==> config.mk <==
export PLATFORM = sky130hd
export DESIGN_NAME = usb_xact_err_tracker
export DESIGN_NICKNAME = d
export VERILOG_FILES = /design/src/rtl/usb_xact_err_tracker.sv
export SDC_FILE = /design/constraint.sdc
export NUM_CORES = 1
export LEC_CHECK = 0
export BUFFER_PORTS_ARGS = -buffer_cell sky130_fd_sc_hd__buf_4
export CORE_UTILIZATION = 36
export DETAILED_ROUTE_END_ITERATION = 6
export GPL_TIMING_DRIVEN = 1
export PLACE_DENSITY = 0.68
export SYNTH_ARGS = -nofsm -noshare
export SYNTH_HDL_FRONTEND = slang
export SYNTH_SLANG_ARGS = --single-unit
==> constraint.sdc <==
create_clock -name clk -period 2.07 [get_ports clk]
set_clock_uncertainty 0.1 [all_clocks]
set_input_delay 0.1035 -clock clk [delete_from_list [all_inputs] [get_ports clk]]
set_output_delay 0.1035 -clock clk [all_outputs]
set_load 0.02 [all_outputs]
==> src/rtl/usb_xact_err_tracker.sv <==
module usb_xact_err_tracker #(
  parameter int CNT_W = 2,
  parameter int LEN_W = 11,
  parameter int RESET_CNT = 3
) (
  input  logic             clk,
  input  logic             rst_n,
  input  logic             done,
  input  logic [2:0]       outcome,
  input  logic             is_setup,
  input  logic             hs_ep,
  input  logic             csplit,
  input  logic [1:0]       hshake,
  input  logic [LEN_W-1:0] byte_cnt,
  input  logic [LEN_W-1:0] max_len,
  input  logic             reload,
  input  logic [CNT_W-1:0] reload_cnt,
  input  logic             sw_clr,
  output logic [CNT_W-1:0] err_cnt,
  output logic             xact_err,
  output logic             babble,
  output logic             halted,
  output logic             err_irq
);
  localparam logic [2:0] OC_CRC = 3'd1, OC_TMO = 3'd2, OC_PID = 3'd3,
                         OC_HSK = 3'd4, OC_DATA = 3'd5;
  localparam logic [1:0] HS_NAK = 2'd1, HS_NYET = 2'd2;
  localparam logic [CNT_W-1:0] ONE = CNT_W'(1);

  logic unlimited;
  logic live, proto_err, hard_err, is_err, is_babble, last_err;

  assign live = done && !halted && !reload;
  assign proto_err = (outcome == OC_HSK) &&
    ((is_setup && hs_ep && (hshake == HS_NAK || hshake == HS_NYET)) ||
     (!hs_ep && csplit && hshake == HS_NAK));
  assign hard_err  = (outcome == OC_CRC) || (outcome == OC_TMO) || (outcome == OC_PID);
  assign is_err    = live && (hard_err || proto_err);
  assign is_babble = live && (outcome == OC_DATA) && (byte_cnt > max_len);
  assign last_err  = is_err && !unlimited && (err_cnt == ONE);

  always_ff @(posedge clk or negedge rst_n) begin
    if (!rst_n) begin
      err_cnt   <= CNT_W'(RESET_CNT);
      unlimited <= (RESET_CNT == 0);
      xact_err  <= 1'b0;
      babble    <= 1'b0;
      halted    <= 1'b0;
    end else if (reload) begin
      err_cnt   <= reload_cnt;
      unlimited <= (reload_cnt == '0);
      xact_err  <= 1'b0;
      babble    <= 1'b0;
      halted    <= 1'b0;
    end else begin
      if (is_err) begin
        xact_err <= 1'b1;
        if (!unlimited) err_cnt <= err_cnt - ONE;
      end
      if (is_babble) babble <= 1'b1;
      if (is_babble || last_err) halted <= 1'b1;
    end
  end

  always_ff @(posedge clk or negedge rst_n) begin
    if (!rst_n) err_irq <= 1'b0;
    else        err_irq <= last_err || (err_irq && !sw_clr);
  end
endmodule


==> flow_summary.yaml, run 1 <==
route:
  routed_wl_mm: 1.71
  drtPass1Iterations: 2
  vias_per_cell: 4.90
  drt_iter0_drc: 7
  drtAntennaViolNets: 0
  drt_drc_violations_left: 0
  wl_per_cell_um: 10.9
  via_count: 770
power:
  p_comb_share_pct: 37.8
  powerDensity_mw_per_mm2: 408
  p_leak_nw: 0.582
  p_seq_share_pct: 34.2
  internal-power_uw: 325
  clock_power_share_pct: 27.9
  power.net_switching_uw: 138
  design_power_total_uw: 463
  ir_worst_vdd_uv: 273
  p_sw_share_pct: 29.7
sta:
  rsz0062_at_grt: "false"
  tns_ps: 0
  slew_headroom_pct: 61.9
  finalCritPeriodShare_pct: 86.8
  slew_viol_final: 0
  fmax_mhz: 557
  hold_ws_ps: 95.7
  finalHoldViolCount: 0
  worst_slack_ps: 274
  finalCriticalPeriod_ps: 1800
  worstMarginPinSlew_ps: 557
  setup_viol: 0
synth:
  yosysTopAreaCellShare_pct: 22.5
  async_reset_ff_share_pct: 100
  synth_area_sq_um: 723
  ys_warn_count: 0
  avgSynthCellArea_sq_um: 8.82
  synth_cell_types: 28
  synth_cells: 82
  synth_most_common_cell: "inv_1"
  synth_top_cells_by_area: "ha_1, dfrtp_1, inv_1"
  post-synth-top-area-cell: "ha_1"
  synth_fp_nets: 132
  ys_ff_latch: 7
  ys_seq_area_share_pct: 24.6
  synth_flop_cell: "dfrtp_1"
  synthTopCellsByCount: "inv_1, ha_1"
  synth_edf_count: 0
die:
  die_y_um: 46.8
  ios: 43
  die_area_sq_mm: 0.00219
  initial_utilization_pct: 40.1
  core_sq_mm: 0.00180
  chipWidth_um: 46.8
  num_rows: 15
finish:
  final_cells: 157
  layout.nets: 183
  synthToLayoutAreaGrowth_pct: 56.9
  drive_above_1_share_pct: 42.4
  num_antenna_cells: 0
  design_area_sq_mm: 0.00113
  post-route-util_pct: 63.0
grt:
  antenna_found_initial: 0
  grt_overflow: 0
  grt_max_degree: 11
  grt_pass1_vias: 689
  gr-usage-all-layers_pct: 16.8
  grt_pass1_wl_mm: 2.62
placement:
  dp_cells: 148
  port_buffers: 42
  hpwl_mm: 1.43
  dp_slack_ps: 258
  place_congestion: 0.660
  placed_cell_area_sq_mm: 0.00106
setup_path:
  slowest_stage: "or4b_4"
  worstPathMaxFanout: 10
  path_cells: "dlygate4sd3_1 -> buf_4 -> or4b_4 -> a211oi_4 -> or4b_2 -> o211ai_2"
  path_class: "primary input to flop"
  critPathLaunchType: "primary input"
  cp-startpoint: "reload"
  required_ps: 2150
  slowest_delay_ps: 580
  cp-end-kind: "flop"
  r2r_start: "halted"
  arrival_ps: 1880
clock_tree:
  clkLatencyLatePin_ps: 260
  cts_resized: 0
  numCtsBuffers: 3
  cts_sinks: 7
  cts_tree: "yes"
  htree_levels: 1
  cts_buffer_depth: 2
  cts.clk_slew.worst_paths_ps: 60
  cts-root-buf: "clkbuf_4"
status:
  status: "finished clean"
worst_hold_path:
  hp-class: "primary input to async pin"
flow_run:
  max-cap-violations: 0
power groups by stage:
stage                     Clock [mW]  Sequential [mW]  Combinational, mW
after detailed placement           0            0.161              0.169
after CTS                      0.134            0.159              0.177
after global routing           0.138            0.160              0.196
after floorplan                    0            0.171             0.0747
final                          0.129            0.158              0.175
after global placement             0            0.161              0.165
final cells by class:
cell class / count / area (sq um)
fill: 157 / 667
multi-input combinational: 57 / 470
timing repair buffer: 47 / 365
sequential: 7 / 178
inverter: 17 / 63.8
tap: 25 / 31.3
clock buffer: 4 / 26.3
path summary, 6_finish.rpt:
check / slack [ps] / to / depth (start not counted)
worst max-delay path: 270 / err_cnt[0] / 6
worst min-delay path: 100 / xact_err / 2
worst max register to register: 430 / err_cnt[0] / 4
worst min register to register: 420 / xact_err / 2
max in group asynchronous: 1570 / err_cnt[0] / 2
min in group clk: 110 / err_cnt[0] / 4
critical path: cells and delay by family:
kind,cells,cell delay [ps]
AO/OA/AOI/OAI,2,310
buffers and inverters,2,700
AND/OR/NAND/NOR,2,760
placed cells by master (no fill, tap or decap):
cell type      netlist  final
nor3_4               1      1
o21ai_0              5      5
or4_2                1      1
o211ai_2             1      1
a21oi_1              5      5
mux2_2               1      1
a2111oi_0            1      1
nor2_1               5      5
dfrtp_1              5      5
and4_1               1      1
or4b_2               2      2
dfstp_2              2      2
nand3b_1             4      4
nor3_1               1      1
clkbuf_1             0      1
nand2_1              3      3
or3b_2               1      1
o221ai_1             1      1
ha_1                13     13
or4b_4               1      1
a211oi_4             1      1
o21ai_1              1      1
buf_4                0     42
o22ai_1              1      1
nor2b_1              1      1
clkbuf_4             0      3
nand3_1              2      2
nand4_1              2      2
inv_1               17     17
dlygate4sd3_1        0      5
a211oi_1             2      2
registers in the layout (all words and copies together) (netlist names):
signal	count
babble	1
err_cnt	2
err_irq	1
halted	1
unlimited	1
xact_err	1
per-layer routing:
layer  GRT usage (%)  up-vias  wire [um]
met1            19.7      347        718
li1                -      392          -
met4            8.57        0         18
met3            1.92        2        107
met5               0        -          0
met2            30.0       29        870
timing repair:
item	4_1_cts	5_1_grt
endpoints found under the hold margin	11	0
setup buffers	0	0
hold buffers	5	0
kinds of logic (layout without fill, tap and decap cells):
logic type | Yosys count | after routing | synth area share (%)
AND/OR/NAND/NOR | 25 | 25 | 23.5
AO/OA/AOI/OAI | 18 | 18 | 17.5
multiplexers | 1 | 1 | 1.56
buffers and inverters | 18 | 68 | 10.4
adder cells (fa/ha/maj) | 13 | 13 | 22.5
flip-flops | 7 | 7 | 24.6
Power figures use the tool's default switching activity.
==> run 2, diff against run 1 <==
- CORE_ASPECT_RATIO: default -> 1.25
- SKIP_CTS_REPAIR_TIMING: default -> 1
==> run 2 against run 1 <==
The flow now finishes with violations (negative hold slack). Critical path type unchanged. Die area hardly changed. Utilization down 1.9 points. Global-route usage grew 0.58 points. Non-clock buffer count is 1 lower. Fmax down 1.7%. Worst setup slack worse by 30 ps. Worst hold slack got worse by 110 ps.
==> flow_summary.yaml, run 2 (synthesized netlist as in run 1, its figures left out) <==
status:
  status: "finished with violations"
  violations: "negative hold slack"
setup_path:
  cp-end-kind: "flop"
  cp-startpoint: "reload"
  r2r_start: "halted"
  worstPathMaxFanout: 10
  critPathLaunchType: "primary input"
  path_class: "primary input to flop"
  r2r_cells: 4
  ff2ff_setup_slack_ps: 390
  cp-endpoint: "err_cnt[1]"
  required_ps: 2140
  rr_endpoint: "err_cnt[1]"
  arrival_ps: 1890
finish:
  largest_register_ffs: 2
  post-route-util_pct: 61.1
  nFillCells: 185
  design_area_sq_mm: 0.00112
  num_antenna_cells: 0
  final_cells: 150
  final_cell_mix: "buf_4, inv_1, ha_1"
  synthToLayoutAreaGrowth_pct: 54.5
  largest_register: "err_cnt"
  layout.nets: 182
  layout_commonest_cell: "buf_4"
  drive_above_1_share_pct: 42.7
sta:
  fmax_mhz: 548
  slew_viol_final: 0
  hold_ws_ps: -12.5
  finalCriticalPeriod_ps: 1830
  worstMarginPinSlew_ps: 562
  rsz0062_at_grt: "false"
  setup_viol: 0
  finalCritPeriodShare_pct: 88.2
  worst_slack_ps: 244
  finalHoldViolCount: 1
  slew_headroom_pct: 61.6
  tns_ps: 0
grt:
  gr-usage-all-layers_pct: 17.4
  grt_pass1_vias: 768
  grt_overflow: 0
  grt_pass1_wl_mm: 3.02
  grt_max_degree: 11
  antenna_found_initial: 0
clock_tree:
  cts_buffer_depth: 2
  clkLatencyLatePin_ps: 250
  cts.clk_slew.worst_paths_ps: 50
  numCtsBuffers: 3
  cts_sinks: 7
  cts_tree: "yes"
  cts-root-buf: "clkbuf_4"
  htree_levels: 1
placement:
  placed_cell_area_sq_mm: 0.00105
  dp_slack_ps: 241
  dp_cells: 142
  place_congestion: 0.773
  port_buffers: 42
  hpwl_mm: 1.50
die:
  chipWidth_um: 42.1
  die_area_sq_mm: 0.00219
  core_sq_mm: 0.00183
  num_rows: 17
  initial_utilization_pct: 39.5
  ios: 43
  die_y_um: 52.1
power:
  p_leak_nw: 0.578
  ir_worst_vdd_uv: 288
  powerDensity_mw_per_mm2: 412
  design_power_total_uw: 460
route:
  drt_iter0_drc: 8
  routed_wl_mm: 1.74
  vias_per_cell: 5.25
  wl_per_cell_um: 11.6
  highest_layer: "met4"
  via_count: 787
  met2_wirelength_um: 914
  drt_drc_violations_left: 0
  met3_length_um: 113
  drtPass1Iterations: 4
  drtAntennaViolNets: 0
  wl_met1_um: 699
worst_hold_path:
  hp-class: "primary input to flop"
flow_run:
  max-cap-violations: 0
==> run 2: cell count changes in the layout (fill, tap and decap cells not counted), sizes merged <==
cell         previous run  this run
dlygate4sd3             5         4
==> run 2: worst min-delay path by stage <==
stage	startpoint	to	cells after the start
4_1_cts	rst_n	halted	1
2_1_floorplan	rst_n	babble	0
3_5_place_dp	rst_n	err_irq	1
3_3_place_gp	rst_n	xact_err	1
6_report	reload_cnt[1]	err_cnt[1]	3
5_1_grt	reload_cnt[1]	err_cnt[1]	3
==> run 2: power breakdown <==
| group | leakage, nW | total [mW] | internal [mW] | switching [mW] |
|---|---|---|---|---|
| combinational | 0.475 | 0.175 | 0.0995 | 0.0750 |
| clock | 0.0150 | 0.126 | 0.0736 | 0.0519 |
| sequential | 0.0887 | 0.160 | 0.151 | 0.00921 |
==> run 2: layer usage <==
metal / GRT usage [%] / up-vias
li1: - / 390
met1: 17.6 / 362
met2: 35.9 / 32
met3: 1.74 / 3
met4: 6.25 / 0
met5: 0 / -
==> run 2: final cells by class <==
| class | instances | area [sq um] | area share, % |
|---|---|---|---|
| Sequential cell | 7 | 178 | 15.9 |
| Clock buffer | 4 | 26.3 | 2.35 |
| Tap cell | 19 | 23.8 | 2.13 |
| Inverter | 17 | 63.8 | 5.71 |
| Multi-Input combinational cell | 57 | 470 | 42.1 |
| Timing Repair Buffer | 46 | 355 | 31.8 |
==> run 2: critical path: stages <==
cell and delay (ps):
dlygate4sd3_1 540, buf_4 170, or4b_4 580, nor3_4 260, or4_2 160, nand3_1 80
==> run 3, diff against run 2 <==
- MAX_ROUTING_LAYER: default -> met4
- SLEW_MARGIN: default -> 40
==> run 3 against run 2 <==
The run still ends with negative hold slack left. Design area stayed put. Utilization stayed put. Combinational power hardly changed. Clock-buffer cell count stayed put. Clock power hardly changed. Via count stayed put. First-iteration DRC count is 13% higher. Highest routed layer unchanged. Fmax hardly changed. Routed wire length is 0.40% higher.
==> flow_summary.yaml, run 3 (synthesized netlist as in run 1, its figures left out) <==
setup_path:
  critPathLaunchType: "primary input"
  r2r_start: "halted"
  arrival_ps: 1900
  worstPathMaxFanout: 10
  cp-end-kind: "flop"
  rr_endpoint: "err_cnt[1]"
  ff2ff_setup_slack_ps: 390
  r2r_cells: 4
  cp-startpoint: "reload"
  required_ps: 2140
  path_class: "primary input to flop"
route:
  drt_drc_violations_left: 0
  drtAntennaViolNets: 0
  wl_met1_um: 698
  routed_wl_mm: 1.75
  met3_length_um: 116
  drtPass1Iterations: 4
  via_count: 787
  drt_iter0_drc: 9
  vias_per_cell: 5.25
  wl_per_cell_um: 11.7
  highest_layer: "met4"
  met2_wirelength_um: 921
finish:
  drive_above_1_share_pct: 42.7
  post-route-util_pct: 61.1
  regArea_sq_um: 178
  largest_register: "err_cnt"
  layout_commonest_cell: "buf_4"
  num_antenna_cells: 0
  layout.nets: 182
  largest_register_ffs: 2
  multiInputGateArea_sq_um: 470
  final_cell_mix: "buf_4, inv_1, ha_1"
  nFillCells: 185
  synthToLayoutAreaGrowth_pct: 54.5
clock_tree:
  cts.clk_slew.worst_paths_ps: 50
  cts-root-buf: "clkbuf_4"
  cts_buffer_depth: 2
  htree_levels: 1
  clkLatencyLatePin_ps: 250
  cts_sinks: 7
  cts_tree: "yes"
  numCtsBuffers: 3
placement:
  place_congestion: 0.783
  port_buffers: 42
  hpwl_mm: 1.50
power:
  p_seq_share_pct: 34.8
  internal-power_uw: 324
  p_comb_share_pct: 37.9
  p_sw_share_pct: 29.7
  powerDensity_mw_per_mm2: 413
  ir_worst_vdd_uv: 288
  power.net_switching_uw: 137
  p_leak_nw: 0.578
  clock_power_share_pct: 27.3
worst_hold_path:
  hold_depth: 3
  hold_end: "err_cnt[1]"
  hp-class: "primary input to flop"
  min-delay-start: "reload_cnt[1]"
sta:
  finalCritPeriodShare_pct: 88.2
  hold_ws_ps: -13.4
  finalHoldViolCount: 1
  setup_viol: 0
  tns_ps: 0
  fmax_mhz: 547
  rsz0062_at_grt: "false"
  slew_headroom_pct: 61.6
  worstMarginPinSlew_ps: 562
  finalCriticalPeriod_ps: 1830
  slew_viol_final: 0
grt:
  antenna_found_initial: 0
  grt_max_degree: 11
  grt_pass1_vias: 767
  grt_pass1_wl_mm: 3.02
  grt_overflow: 0
  gr-usage-all-layers_pct: 17.8
die:
  die_y_um: 52.1
  initial_utilization_pct: 39.5
  num_rows: 17
  core_sq_mm: 0.00183
  die_area_sq_mm: 0.00219
  chipWidth_um: 42.1
  ios: 43
status:
  status: "finished with violations"
  violations: "negative hold slack"
flow_run:
  max-cap-violations: 0
==> run 3: cell counts in the layout (fill, tap and decap cells not counted) <==
No cell type changed its count.
==> run 3: critical path, stage by stage <==
cell	delay [ps]
dlygate4sd3_1	540
buf_4	170
or4b_4	580
nor3_4	260
or4_2	160
nand3_1	80
==> run 3: layout make-up <==
class,count,area share (%)
Clock buffer,4,2.35
Inverter,17,5.71
Multi-Input combinational cell,57,42.1
Sequential cell,7,15.9
Tap cell,19,2.13
Timing Repair Buffer,46,31.8
==> run 3: worst max-delay path by stage <==
| stage | endpoint | slack, ps |
|---|---|---|
| floorplan | err_cnt[0] | 420 |
| global placement | halted | 310 |
| detailed placement | halted | 240 |
| CTS | err_cnt[1] | 370 |
| global route | err_cnt[1] | 180 |
| finish | err_cnt[1] | 240 |
==> run 3: power groups by stage <==
| stage | Combinational (mW) | Clock, mW | Sequential, mW |
|---|---|---|---|
| finish | 0.175 | 0.126 | 0.160 |
| global route | 0.195 | 0.135 | 0.161 |
| CTS | 0.171 | 0.130 | 0.160 |
| detailed placement | 0.170 | 0 | 0.162 |
| global placement | 0.165 | 0 | 0.161 |
| floorplan | 0.0747 | 0 | 0.171 |
==> run 3: layer usage <==
layer	vias to the layer above	global-route usage [%]
li1	390	-
met1	362	17.6
met2	33	35.9
met3	2	1.74
met4	0	6.25
met5	-	-
==> run 3: through the flow <==
step / setup slack, ps / std cells / power, mW / instance area [sq um] / hold slack [ps]
CTS: 371 / 146 / 0.461 / 1080 / -450
floorplan: 419 / 82 / 0.245 / 723 / -292
detailed placement: 241 / 142 / 0.332 / 1050 / -175
finish: 243 / 150 / 0.461 / 1120 / -13.4
global route: 175 / 150 / 0.492 / 1120 / 12.6
global placement: 312 / 142 / 0.326 / 1050 / -179
